$ cat src/rtl/pmcap_pkg.sv
package pmcap_pkg;

  localparam int CTRL_W   = 16;
  localparam int BIT_NSR  = 3;
  localparam int BIT_EN   = 8;
  localparam int BIT_ST   = 15;
  localparam int CAP_VER  = 2;
  localparam int BIT_WD0  = 11;
  localparam int BIT_WD3H = 14;
  localparam int BIT_WD3C = 15;

  typedef enum logic [1:0] {
    PWR_D0    = 2'd0,
    PWR_D3    = 2'd1,
    PWR_UNSUP = 2'd2
  } pwr_e;

  typedef struct packed {
    logic       ps_we;
    logic [1:0] ps_val;
    logic       hi_we;
    logic       hi_en;
    logic       hi_clr;
  } wr_cmd_t;

  function automatic pwr_e decode_pwr(input logic [1:0] field);
    case (field)
      2'd0:    return PWR_D0;
      2'd3:    return PWR_D3;
      default: return PWR_UNSUP;
    endcase
  endfunction

  function automatic logic [CTRL_W-1:0] build_cap(input bit wd0, input bit wd3h,
                                                  input bit wd3c);
    logic [CTRL_W-1:0] w;
    w = CTRL_W'(CAP_VER);
    w[BIT_WD0]  = wd0;
    w[BIT_WD3H] = wd3h;
    w[BIT_WD3C] = wd3c;
    return w;
  endfunction

  function automatic logic [CTRL_W-1:0] pack_ctrl(input logic st, input logic en,
                                                  input logic nsr, input logic [1:0] ps);
    logic [CTRL_W-1:0] w;
    w = '0;
    w[BIT_ST]  = st;
    w[BIT_EN]  = en;
    w[BIT_NSR] = nsr;
    w[1:0]     = ps;
    return w;
  endfunction

endpackage

$ cat src/rtl/pmcap_wr_decode.sv
module pmcap_wr_decode
  import pmcap_pkg::*;
#(
  parameter int IDX_W    = 4,
  parameter int CTRL_IDX = 1
) (
  input  logic             wr,
  input  logic [IDX_W-1:0] idx,
  input  logic [1:0]       off,
  input  logic [2:0]       len,
  input  logic [15:0]      data,
  output wr_cmd_t          cmd,
  output logic             wr_hit,
  output logic             off_ignored
);

  logic       lo_path;
  logic       hi_from_lo;
  logic       hi_from_b1;
  logic [7:0] hi_byte;
  logic       unused_bits;

  assign wr_hit      = wr && (idx == IDX_W'(CTRL_IDX));
  assign lo_path     = wr_hit && (off == 2'd0);
  assign hi_from_lo  = lo_path && ((len == 3'd2) || (len == 3'd4));
  assign hi_from_b1  = wr_hit && (off == 2'd1) && (len == 3'd1);
  assign off_ignored = wr_hit && (off > 2'd1);

  assign hi_byte = hi_from_lo ? data[15:8] : data[7:0];

  always_comb begin
    cmd        = '0;
    cmd.ps_we  = lo_path;
    cmd.ps_val = data[1:0];
    cmd.hi_we  = hi_from_lo || hi_from_b1;
    cmd.hi_en  = hi_byte[0];
    cmd.hi_clr = hi_byte[7];
  end

  assign unused_bits = ^{hi_byte[6:1], data[7:2]};

endmodule

$ cat src/rtl/pmcap_csr.sv
module pmcap_csr
  import pmcap_pkg::*;
#(
  parameter bit NO_SOFT_RST = 1'b0
) (
  input  logic              clk,
  input  logic              rst_n,
  input  wr_cmd_t           cmd,
  input  logic              wake_req,
  output logic [CTRL_W-1:0] ctrl_q,
  output logic [1:0]        ps_next,
  output logic              wake_hit,
  output logic              clr_hit
);

  logic [1:0] ps_q;
  logic       en_q;
  logic       st_q;
  logic       en_d;
  logic       st_d;

  assign wake_hit = wake_req && (ps_q == 2'd3) && en_q;
  assign clr_hit  = cmd.hi_we && cmd.hi_clr;

  assign ps_next = cmd.ps_we ? cmd.ps_val : ps_q;
  assign en_d    = cmd.hi_we ? cmd.hi_en : en_q;

  always_comb begin
    st_d = st_q;
    if (clr_hit)  st_d = 1'b0;
    if (wake_hit) st_d = 1'b1;
  end

  always_ff @(posedge clk) begin
    if (!rst_n) begin
      ps_q <= 2'd0;
      en_q <= 1'b0;
      st_q <= 1'b0;
    end else begin
      ps_q <= ps_next;
      en_q <= en_d;
      st_q <= st_d;
    end
  end

  assign ctrl_q = pack_ctrl(st_q, en_q, NO_SOFT_RST, ps_q);

endmodule

$ cat src/rtl/pmcap_chg_event.sv
module pmcap_chg_event
  import pmcap_pkg::*;
(
  input  logic       clk,
  input  logic       rst_n,
  input  logic       wr_hit,
  input  logic [1:0] ps_cur,
  input  logic [1:0] ps_nxt,
  output logic       chg_valid,
  output logic [1:0] chg_from,
  output logic [1:0] chg_to
);

  pwr_e dec_cur;
  pwr_e dec_nxt;
  logic moved;

  assign dec_cur = decode_pwr(ps_cur);
  assign dec_nxt = decode_pwr(ps_nxt);
  assign moved   = wr_hit && (dec_cur != dec_nxt);

  always_ff @(posedge clk) begin
    if (!rst_n) begin
      chg_valid <= 1'b0;
      chg_from  <= 2'd0;
      chg_to    <= 2'd0;
    end else begin
      chg_valid <= moved;
      if (moved) begin
        chg_from <= dec_cur;
        chg_to   <= dec_nxt;
      end
    end
  end

endmodule

$ cat src/rtl/pmcap_regs.sv
module pmcap_regs
  import pmcap_pkg::*;
#(
  parameter int IDX_W       = 4,
  parameter bit WAKE_D0     = 1'b1,
  parameter bit WAKE_D3HOT  = 1'b1,
  parameter bit WAKE_D3COLD = 1'b1,
  parameter bit NO_SOFT_RST = 1'b0
) (
  input  logic             clk,
  input  logic             rst_n,
  input  logic             cfg_wr,
  input  logic [IDX_W-1:0] cfg_wr_idx,
  input  logic [1:0]       cfg_wr_off,
  input  logic [2:0]       cfg_wr_len,
  input  logic [15:0]      cfg_wr_data,
  input  logic [IDX_W-1:0] cfg_rd_idx,
  output logic [31:0]      cfg_rd_data,
  input  logic             wake_req,
  output logic             pme_out,
  output logic             chg_valid,
  output logic [1:0]       chg_from,
  output logic [1:0]       chg_to
);

  localparam int CAP_IDX  = 0;
  localparam int CTRL_IDX = 1;
  localparam logic [CTRL_W-1:0] CAP_WORD = build_cap(WAKE_D0, WAKE_D3HOT, WAKE_D3COLD);

  wr_cmd_t           cmd;
  logic              wr_hit;
  logic              off_ignored;
  logic [CTRL_W-1:0] ctrl_q;
  logic [1:0]        ps_next;
  logic              wake_hit;
  logic              clr_hit;

  pmcap_wr_decode #(.IDX_W(IDX_W), .CTRL_IDX(CTRL_IDX)) u_dec (
    .wr          (cfg_wr),
    .idx         (cfg_wr_idx),
    .off         (cfg_wr_off),
    .len         (cfg_wr_len),
    .data        (cfg_wr_data),
    .cmd         (cmd),
    .wr_hit      (wr_hit),
    .off_ignored (off_ignored)
  );

  pmcap_csr #(.NO_SOFT_RST(NO_SOFT_RST)) u_csr (
    .clk      (clk),
    .rst_n    (rst_n),
    .cmd      (cmd),
    .wake_req (wake_req),
    .ctrl_q   (ctrl_q),
    .ps_next  (ps_next),
    .wake_hit (wake_hit),
    .clr_hit  (clr_hit)
  );

  pmcap_chg_event u_evt (
    .clk       (clk),
    .rst_n     (rst_n),
    .wr_hit    (wr_hit),
    .ps_cur    (ctrl_q[1:0]),
    .ps_nxt    (ps_next),
    .chg_valid (chg_valid),
    .chg_from  (chg_from),
    .chg_to    (chg_to)
  );

  assign pme_out = ctrl_q[BIT_ST] && ctrl_q[BIT_EN];

  always_comb begin
    if (cfg_rd_idx == IDX_W'(CAP_IDX))
      cfg_rd_data = {CAP_WORD, 16'h0000};
    else if (cfg_rd_idx == IDX_W'(CTRL_IDX))
      cfg_rd_data = {16'h0000, ctrl_q};
    else
      cfg_rd_data = 32'h0;
  end

endmodule

$ cat config.mk
export PLATFORM = sky130hd
export DESIGN_NAME = pmcap_regs
export DESIGN_NICKNAME = d
export VERILOG_FILES = /design/src/rtl/pmcap_pkg.sv /design/src/rtl/pmcap_wr_decode.sv /design/src/rtl/pmcap_csr.sv /design/src/rtl/pmcap_chg_event.sv /design/src/rtl/pmcap_regs.sv
export SDC_FILE = /design/constraint.sdc
export NUM_CORES = 1
export LEC_CHECK = 0
export BUFFER_PORTS_ARGS = -buffer_cell sky130_fd_sc_hd__buf_4
export CAP_MARGIN = 20
export CORE_ASPECT_RATIO = 0.5
export CORE_UTILIZATION = 24
export CTS_BUF_LIST = sky130_fd_sc_hd__clkbuf_2 sky130_fd_sc_hd__clkbuf_4 sky130_fd_sc_hd__clkbuf_8
export DETAILED_ROUTE_END_ITERATION = 8
export PLACE_DENSITY = 0.65
export SYNTH_ARGS = -nofsm -noshare
export SYNTH_HDL_FRONTEND = slang
export SYNTH_SLANG_ARGS = --single-unit
$ cat constraint.sdc
create_clock -name clk -period 4.6 [get_ports clk]
set_clock_uncertainty 0.15 [all_clocks]
set_input_delay 1.38 -clock clk [delete_from_list [all_inputs] [get_ports clk]]
set_output_delay 1.38 -clock clk [all_outputs]
set_load 0.01 [all_outputs]
==> impl_metrics.py, run 1 <==
metrics = {
    "status": {
        "status": "complete, no violations",
    },
    "cts": {
        "cts.path.max_buffers": 2,
        "htreeDepth": 1,
        "clkLatencyLatePin_ns": 0.23,
        "cts_made_buffers": 3,
        "cts_setup_buffers": 0,
        "cts_root_buf": "clkbuf_8",
        "hold_buffers": 0,
        "clkSinkCount": 9,
        "clk_pin_slew_ns": 0.04,
        "tritoncts": "done",
        "ctsResizeCount": 0,
    },
    "routing": {
        "via_per_inst": 3.834,
        "antenna_left": 0,
        "num_vias": 579,
        "drcViolationCount": 0,
        "routedWlPerCell_um": 8.298,
        "drt_wl_total_um": 1253,
        "drt-pass1-iter-count": 2,
        "drtIter0Drc": 5,
    },
    "floorplan": {
        "top_level_ports": 71,
        "die_h_um": 40.89,
        "fp-row-count": 13,
        "die_w_um": 79.77,
        "floorplan.initialDensity_pct": 26.56,
        "core-area_um2": 2733,
        "dieArea_um2": 3261,
    },
    "logic_synthesis": {
        "synthFlopType": "dfxtp_1",
        "seq_area_frac_synth_pct": 24.83,
        "synth.largest_area_cell": "buf_4",
        "synthArstFlopShare_pct": 0,
        "ys_types": 26,
        "ys_ff_latch": 9,
        "syn-instance-count": 79,
        "synth_top_area_share_pct": 27.93,
        "synth_top_cells_by_area": "buf_4 28%, dfxtp_1 25%, and2_1 6.0%, mux2i_1 5.5%, mux2_2 4.7%",
        "synth_warnings": 0,
        "synth.top_cells.by_count": "27 x buf_4, 9 x dfxtp_1, 7 x and2_1",
        "syn_area_um2": 725.7,
        "post-synth-top-count-cell": "buf_4",
        "avgSynthCellArea_um2": 9.186,
        "synth_edf_count": 0,
    },
    "setup_path": {
        "endpoint_kind": "register",
        "slowest_stage": "a2111oi_4",
        "cp.required_ns": 4.57,
        "crit_path_cell_trace": "buf_4 -> nor4_1 -> nor3b_1 -> mux2_2 -> ha_1 -> xnor2_1 -> a2111oi_4 -> mux2i_1 -> nor2b_1",
        "r2r_setup_slack_ns": 2.50,
        "crit_path_max_incr_delay_ns": 0.47,
        "r2r_cells": 6,
        "crit_type": "in2reg",
        "worstPathMaxFanout": 5,
        "critPathLaunch": "cfg_wr_off[1]",
        "cp-start-kind": "input port",
        "crit_arrival_ns": 3.85,
        "worstReg2RegEnd": "u_evt.chg_from[1]",
        "r2r_start": "u_csr.ps_q[0]",
    },
    "timing": {
        "fin_setup_tns_ns": 0,
        "setup-violations-final": 0,
        "whs_ns": 0.3427,
        "slew_viol_final": 0,
        "slew_headroom_pct": 61.49,
        "tightestPinTransition_ns": 0.5723,
        "period_needed_ns": 3.880,
        "rsz0062_at_grt": "no",
        "timing.fmax_mhz": 257.7,
        "final-hold-violation-count": 0,
        "min_period_over_period_pct": 84.36,
    },
    "cells_and_area": {
        "fillCellCount": 297,
        "multi_input_area_um2": 429.2,
        "drive_gt1_share_pct": 39.47,
        "nNetsFinal": 150,
        "diodes": 0,
        "ff_latch_area_um2": 180.2,
        "design_area_um2": 967.2,
        "syn_to_final_growth_pct": 33.28,
    },
    "worst_hold_path": {
        "min_to": "u_csr.st_q",
        "hold_class": "reg2reg",
        "hold_path.startpoint": "u_csr.st_q",
        "hold_path_depth": 2,
    },
    "power": {
        "power.density_nw_per_um2": 214.5,
        "ir_worst_vdd_v": 0.0001078,
        "power_leakage_nw": 0.4520,
    },
    "placement": {
        "post_dp_cell_area_um2": 918.4,
        "gp_congestion": 0.7090,
        "hpwlAfterDp_um": 1133,
        "io_buffers": 35,
    },
    "grt": {
        "grt_max_degree": 10,
        "grt_pass1_vias": 516,
        "antenna_found_initial": 0,
        "grt_usage_pct": 8.511,
        "grt_overflow": 0,
        "grt_pass1_wl_um": 2083,
    },
    "job": {
        "cap_violations": 0,
    },
}
[worst max path at each step]
stage	end	slack [ns]
2_1_floorplan	u_evt.chg_from[0]	0.80
3_3_place_gp	u_evt.chg_to[0]	0.45
3_5_place_dp	u_evt.chg_from[0]	0.47
4_1_cts	u_evt.chg_from[0]	0.69
5_1_grt	u_evt.chg_from[1]	0.47
6_report	u_evt.chg_from[1]	0.72
[sequential cells by signal, summed over array words and instances (netlist names)]
register / count
u_csr.en_q: 1
u_csr.ps_q: 2
u_csr.st_q: 1
u_evt.chg_from: 2
u_evt.chg_to: 2
u_evt.chg_valid: 1
[logic make-up (layout without fill, tap and decap cells)]
kind of cell	after synthesis	after routing	share of synthesized area, %
buf+inv	27	39	27.93
simple gates	23	23	19.66
flops	9	9	24.83
compound gates	7	7	9.828
mux	7	7	10.17
xor+xnor	3	3	3.621
fa+ha+maj	2	2	3.448
other cells	1	24	0.5167
[placed cells by master (no fill, tap or decap), types with 3 or more instances in the layout]
cell type | netlist | layout
and2_1 | 7 | 7
buf_4 | 27 | 35
clkbuf_8 | 0 | 3
conb_1 | 1 | 24
dfxtp_1 | 9 | 9
mux2_2 | 3 | 3
mux2i_1 | 4 | 4
nor2b_1 | 4 | 4
[critical path, delay by kind of cell]
kind	cells	cell delay [ns]
fa+ha+maj	1	0.32
xor+xnor	1	0.17
compound gates	1	0.47
simple gates	3	0.77
mux	2	0.63
buf+inv	1	0.11
[where the power goes]
| group | total [W] | leakage, nW | internal (W) | switching (W) |
|---|---|---|---|---|
| combinational | 0.0000343 | 0.353 | 0.0000163 | 0.0000180 |
| clock | 0.0000946 | 0.0262 | 0.0000660 | 0.0000286 |
| sequential | 0.0000785 | 0.0725 | 0.0000784 | 0.0000000728 |
[metal layers]
| layer | vias up | part of all wire [%] | global-route usage (%) |
|---|---|---|---|
| met5 | - | 0 | 0 |
| met4 | 0 | 0 | 0 |
| met3 | 0 | 4.8 | 3.333 |
| met2 | 24 | 58 | 19.23 |
| met1 | 264 | 37 | 8.161 |
| li1 | 291 | - | - |
[cell type report]
type / count / area share (%)
Multi-Input combinational cell: 66 / 44.37
Sequential cell: 9 / 18.63
Tap cell: 37 / 4.787
Clock buffer: 4 / 5.045
Timing Repair Buffer: 35 / 27.17
[stage by stage]
| step | total power, W | worst slack (ns) | utilization [%] | cells |
|---|---|---|---|---|
| finish | 0.0002075 | 0.7196 | 35.39 | 151 |
| global route | 0.0002196 | 0.4740 | 35.39 | 151 |
| CTS | 0.0002114 | 0.6920 | 35.39 | 151 |
| detailed placement | 0.0001142 | 0.4697 | 33.61 | 147 |
| global placement | 0.0001139 | 0.4548 | 33.61 | 147 |
| floorplan | 0.0001119 | 0.7971 | - | 102 |
No activity file was read; power rests on OpenSTA's default activity.
==> run 2: changes to the inputs <==
==> constraint.sdc (replaced) <==
create_clock -name clk -period 3.7 [get_ports clk]
set_clock_uncertainty 0.15 [all_clocks]
set_input_delay 1.11 -clock clk [delete_from_list [all_inputs] [get_ports clk]]
set_output_delay 1.11 -clock clk [all_outputs]
set_load 0.01 [all_outputs]
==> impl_metrics.py, run 2 (synthesis results as in run 1) <==
metrics = {
    "routing": {
        "num_vias": 618,
        "drt_wl_total_um": 1309,
        "routedWlPerCell_um": 8.391,
        "antenna_left": 0,
        "drtIter0Drc": 14,
        "drt-pass1-iter-count": 4,
        "via_per_inst": 3.962,
        "drcViolationCount": 0,
    },
    "power": {
        "p_clk_share_pct": 45.4,
        "comb_power_share_pct": 17.2,
        "power.density_nw_per_um2": 257.0,
        "seq_power_share_pct": 37.4,
        "p_int_w": 0.0002011,
        "switching_share_pct": 23.00,
        "p_switching_w": 0.00006004,
        "power_leakage_nw": 0.4797,
        "ir_worst_vdd_v": 0.0001298,
    },
    "cts": {
        "tritoncts": "done",
        "cts.path.max_buffers": 2,
        "clkLatencyLatePin_ns": 0.23,
        "clk_pin_slew_ns": 0.04,
        "cts_made_buffers": 3,
        "clkSinkCount": 9,
        "cts_setup_buffers": 0,
        "htreeDepth": 1,
        "cts_root_buf": "clkbuf_8",
    },
    "setup_path": {
        "crit_type": "in2reg",
        "r2r_setup_slack_ns": 1.65,
        "cp-start-kind": "input port",
        "worstPathMaxFanout": 5,
        "crit_path_max_incr_delay_ns": 0.33,
        "r2r_cells": 7,
        "worstReg2RegEnd": "u_evt.chg_to[1]",
        "r2r_start": "u_csr.ps_q[0]",
        "cp.required_ns": 3.67,
        "slowest_stage": "mux2_2",
        "crit_path_cell_trace": "buf_4 -> nor4_2 -> nor3b_2 -> buf_4 -> mux2_2 -> ha_1 -> xnor2_1 -> a2111oi_4 -> buf_4 -> mux2i_1 -> nor2b_1",
        "crit_arrival_ns": 3.38,
        "endpoint_kind": "register",
        "critPathLaunch": "cfg_wr_off[1]",
        "endpoint": "u_evt.chg_to[1]",
        "crit_top_cell": "buf_4",
    },
    "placement": {
        "post_dp_cell_area_um2": 955.9,
        "io_buffers": 35,
        "gp_congestion": 0.7331,
        "hpwlAfterDp_um": 1141,
        "pre_cts_ws_ns": -0.05503,
    },
    "timing": {
        "tightestPinTransition_ns": 0.5615,
        "period_needed_ns": 3.407,
        "setup-violations-final": 0,
        "fin_setup_tns_ns": 0,
        "slew_viol_final": 0,
        "rsz0062_at_grt": "no",
        "slew_headroom_pct": 62.22,
        "final-hold-violation-count": 0,
        "worst_slack_ns": 0.2931,
        "min_period_over_period_pct": 92.08,
        "timing.fmax_mhz": 293.5,
    },
    "grt": {
        "grt_usage_pct": 8.764,
        "antenna_found_initial": 0,
        "grt_overflow": 0,
        "grt_max_degree": 10,
        "grt_pass1_vias": 511,
        "grt_pass1_wl_um": 2104,
    },
    "floorplan": {
        "top_level_ports": 71,
        "die_w_um": 79.77,
        "core-area_um2": 2733,
        "floorplan.initialDensity_pct": 26.56,
        "fp-row-count": 13,
        "die_h_um": 40.89,
        "dieArea_um2": 3261,
    },
    "cells_and_area": {
        "drive_gt1_share_pct": 43.70,
        "syn_to_final_growth_pct": 40.00,
        "reg_top3": "u_csr.ps_q: 2 flops, u_evt.chg_from: 2 flops, u_evt.chg_to: 2 flops",
        "diodes": 0,
        "design_area_um2": 1016,
        "layout_common_cells": "40 x buf_4, 24 x conb_1, 9 x dfxtp_1, 7 x and2_1",
        "nNetsFinal": 155,
        "layout_commonest_cell": "buf_4",
    },
    "worst_hold_path": {
        "hold_class": "reg2reg",
    },
    "job": {
        "cap_violations": 0,
    },
    "status": {
        "status": "complete, no violations",
    },
}
==> run 2: layer usage <==
layer	up-vias	global-route usage, %	wire length, um
li1	299	-	-
met1	286	8.808	458
met2	31	17.52	741
met3	2	3.778	97
met4	0	2.679	11
met5	-	0	0
==> run 2: worst max-delay path, delay by kind of cell <==
| kind | cells | cell delay, ns |
|---|---|---|
| simple gates | 3 | 0.56 |
| mux | 2 | 0.51 |
| buf+inv | 3 | 0.43 |
| fa+ha+maj | 1 | 0.32 |
| compound gates | 1 | 0.28 |
| xor+xnor | 1 | 0.17 |
==> run 2: timing repair <==
action	4_1_cts	5_1_grt
hold buffers	0	0
gates resized for setup	0	2
setup endpoints to repair	0	4
hold endpoints to repair	0	0
==> run 2: worst min path at each step <==
stage                     from          to  slack, ns  cells after the start
finish              u_csr.st_q  u_csr.st_q       0.35                      2
floorplan           u_csr.st_q  u_csr.st_q       0.31                      2
detailed placement  u_csr.st_q  u_csr.st_q       0.35                      2
global placement    u_csr.st_q  u_csr.st_q       0.34                      2
CTS                 u_csr.st_q  u_csr.st_q       0.36                      2
global route        u_csr.st_q  u_csr.st_q       0.40                      2
==> run 2: final cells by class <==
type                       count  area (um2)
multi-input combinational     66       440.4
fill                         284        1717
timing repair buffer          40       300.3
clock buffer                   4       48.80
tap                           37       46.29
sequential                     9       180.2
==> run 2: power groups by stage <==
stage	sequential (W)	combinational (W)	clock, W
after floorplan	0.0000992	0.0000399	0
final	0.0000976	0.0000449	0.000119
after CTS	0.0000975	0.0000438	0.000122
after global placement	0.0000993	0.0000435	0
after detailed placement	0.0000993	0.0000438	0
after global routing	0.0000975	0.0000511	0.000126
==> run 2: through the flow <==
| stage | hold slack, ns | utilization (%) | power (W) | cells |
|---|---|---|---|---|
| finish | 0.3522 | 37.18 | 0.0002611 | 156 |
| CTS | 0.3585 | 36.77 | 0.0002639 | 156 |
| global placement | 0.3402 | 34.98 | 0.0001427 | 152 |
| global route | 0.3977 | 37.18 | 0.0002749 | 156 |
| detailed placement | 0.3525 | 34.98 | 0.0001430 | 152 |
| floorplan | 0.3111 | - | 0.0001392 | 102 |
==> run 3: changes to the inputs <==
--- a/config.mk
+++ b/config.mk
@@ -7,11 +7,10 @@
 export LEC_CHECK = 0
 export BUFFER_PORTS_ARGS = -buffer_cell sky130_fd_sc_hd__buf_4
 export CAP_MARGIN = 20
-export CORE_ASPECT_RATIO = 0.5
-export CORE_UTILIZATION = 24
+export CORE_UTILIZATION = 37
 export CTS_BUF_LIST = sky130_fd_sc_hd__clkbuf_2 sky130_fd_sc_hd__clkbuf_4 sky130_fd_sc_hd__clkbuf_8
 export DETAILED_ROUTE_END_ITERATION = 8
-export PLACE_DENSITY = 0.65
+export PLACE_DENSITY = 0.9
 export SYNTH_ARGS = -nofsm -noshare
 export SYNTH_HDL_FRONTEND = slang
 export SYNTH_SLANG_ARGS = --single-unit
==> impl_metrics.py, run 3 (synthesis results as in run 1) <==
metrics = {
    "setup_path": {
        "path_buf_inv": 2,
        "path_delay_family": "simple AND/OR/NAND/NOR gates",
        "worstPathMaxFanout": 5,
        "r2r_cells": 7,
        "crit_path_cell_trace": "buf_4 -> nor4_2 -> nor3b_2 -> mux2_2 -> ha_1 -> xnor2_1 -> a2111oi_4 -> buf_4 -> mux2i_1 -> nor2b_1",
        "crit_path_max_incr_delay_ns": 0.37,
        "crit_top_cell": "buf_4",
        "worstReg2RegEnd": "u_evt.chg_to[1]",
        "endpoint_kind": "register",
        "crit_type": "in2reg",
        "cp.required_ns": 3.70,
        "crit_arrival_ns": 3.38,
        "critPathLaunch": "cfg_wr_off[1]",
        "path_depth": 10,
        "r2r_setup_slack_ns": 1.63,
        "cp-start-kind": "input port",
        "r2r_start": "u_csr.ps_q[0]",
        "endpoint": "u_evt.chg_to[1]",
        "slowest_stage": "mux2_2",
    },
    "routing": {
        "routedWlPerCell_um": 9.930,
        "antenna_left": 0,
        "via_per_inst": 4.259,
        "num_vias": 609,
        "drt_wl_total_um": 1420,
        "drt-pass1-iter-count": 2,
        "drtIter0Drc": 4,
        "drcViolationCount": 0,
    },
    "power": {
        "p_int_w": 0.0001673,
        "p_clk_share_pct": 36.7,
        "switching_share_pct": 25.66,
        "power_leakage_nw": 0.4664,
        "p_switching_w": 0.00005776,
        "p_total_w": 0.0002251,
        "power.density_nw_per_um2": 230.9,
        "comb_power_share_pct": 20.1,
        "seq_power_share_pct": 43.1,
        "ir_worst_vdd_v": 0.0002362,
    },
    "grt": {
        "grt_overflow": 0,
        "antenna_found_initial": 0,
        "grt_usage_pct": 14.35,
        "grt_max_degree": 10,
        "grt_pass1_vias": 567,
        "grt_pass1_wl_um": 2166,
    },
    "cells_and_area": {
        "reg_top3": "u_csr.ps_q: 2 flops, u_evt.chg_from: 2 flops, u_evt.chg_to: 2 flops",
        "fillCellCount": 163,
        "drive_gt1_share_pct": 43.22,
        "nNetsFinal": 154,
        "layout_common_cells": "39 x buf_4, 24 x conb_1, 9 x dfxtp_1, 7 x and2_1",
        "layout_commonest_cell": "buf_4",
        "syn_to_final_growth_pct": 34.31,
        "diodes": 0,
    },
    "job": {
        "cap_violations": 0,
    },
    "cts": {
        "cts_setup_buffers": 0,
        "cts_made_buffers": 3,
        "cts.path.max_buffers": 2,
        "cts_root_buf": "clkbuf_4",
        "clkLatencyLatePin_ns": 0.26,
        "clkSinkCount": 9,
        "tritoncts": "done",
        "clk_pin_slew_ns": 0.06,
        "htreeDepth": 1,
    },
    "placement": {
        "io_buffers": 35,
        "gp_congestion": 0.6478,
        "hpwlAfterDp_um": 1243,
    },
    "timing": {
        "timing.fmax_mhz": 295.7,
        "period_needed_ns": 3.382,
        "slew_viol_final": 0,
        "setup-violations-final": 0,
        "whs_ns": 0.3451,
        "tightestPinTransition_ns": 0.5406,
        "final-hold-violation-count": 0,
        "min_period_over_period_pct": 91.41,
        "slew_headroom_pct": 63.63,
        "fin_setup_tns_ns": 0,
        "rsz0062_at_grt": "no",
    },
    "status": {
        "status": "complete, no violations",
    },
    "floorplan": {
        "top_level_ports": 71,
        "die_w_um": 46.29,
        "dieArea_um2": 2142,
        "die_h_um": 46.29,
        "floorplan.initialDensity_pct": 40.70,
        "fp-row-count": 15,
        "core-area_um2": 1783,
    },
    "worst_hold_path": {
        "hold_class": "reg2reg",
    },
}
[run 3: power by group through the flow]
stage,sequential (W),combinational [W],clock [W]
2_1_floorplan,0.0000992,0.0000399,0
3_3_place_gp,0.0000993,0.0000429,0
3_5_place_dp,0.0000993,0.0000442,0
4_1_cts,0.0000971,0.0000443,0.0000849
5_1_grt,0.0000970,0.0000507,0.0000887
6_report,0.0000971,0.0000453,0.0000827
[run 3: repair_timing]
| item | CTS | global route |
|---|---|---|
| hold buffers | 0 | 0 |
| gates resized for setup | 0 | 2 |
| setup endpoints to repair | 0 | 4 |
[run 3: worst reg2reg max path, delay by kind of cell, from the launching register on]
family | cells | cell delay [ns]
buffers and inverters | 1 | 0.20
AND/OR/NAND/NOR | 1 | 0.06
XOR/XNOR | 1 | 0.17
flip-flops | 1 | 0.32
multiplexers | 2 | 0.45
AO/OA/AOI/OAI | 1 | 0.29
adder cells (fa/ha/maj) | 1 | 0.32
[run 3: through the flow]
stage                     cell area, um2  instances  utilization (%)  setup WS, ns
after CTS                          963.4        143            54.04        0.1096
after floorplan                    812.0        102                -        0.1671
final                              974.7        143            54.67        0.3177
after global placement             933.4        139            52.35       -0.1100
after detailed placement           933.4        139            52.35       -0.1552
after global routing               974.7        143            54.67        0.1077
[run 3: layout make-up]
type,instances,area (um2),share of cell area [%]
timing repair buffer,39,292.8,30.04
tap,25,31.28,3.209
sequential,9,180.2,18.49
clock buffer,4,30.03,3.081
multi-input combinational,66,440.4,45.19
[run 3: worst min path at each step]
stage	start	endpoint	slack [ns]	depth (start not counted)
after floorplan	u_csr.st_q	u_csr.st_q	0.31	2
after global placement	u_csr.st_q	u_csr.st_q	0.33	2
after detailed placement	u_csr.st_q	u_csr.st_q	0.34	2
after CTS	u_csr.st_q	u_csr.st_q	0.35	2
after global routing	u_csr.st_q	u_csr.st_q	0.40	2
final	u_csr.st_q	u_csr.st_q	0.35	2
[run 3: routing by layer]
| metal | global-route usage [%] | up-vias | part of all wire (%) | routed length, um |
|---|---|---|---|---|
| li1 | - | 296 | - | - |
| met1 | 12.47 | 263 | 34 | 480 |
| met2 | 29.30 | 46 | 54 | 763 |
| met3 | 4.706 | 4 | 11 | 156 |
| met4 | 5.294 | 0 | 1.4 | 20 |
| met5 | 0 | - | 0 | 0 |
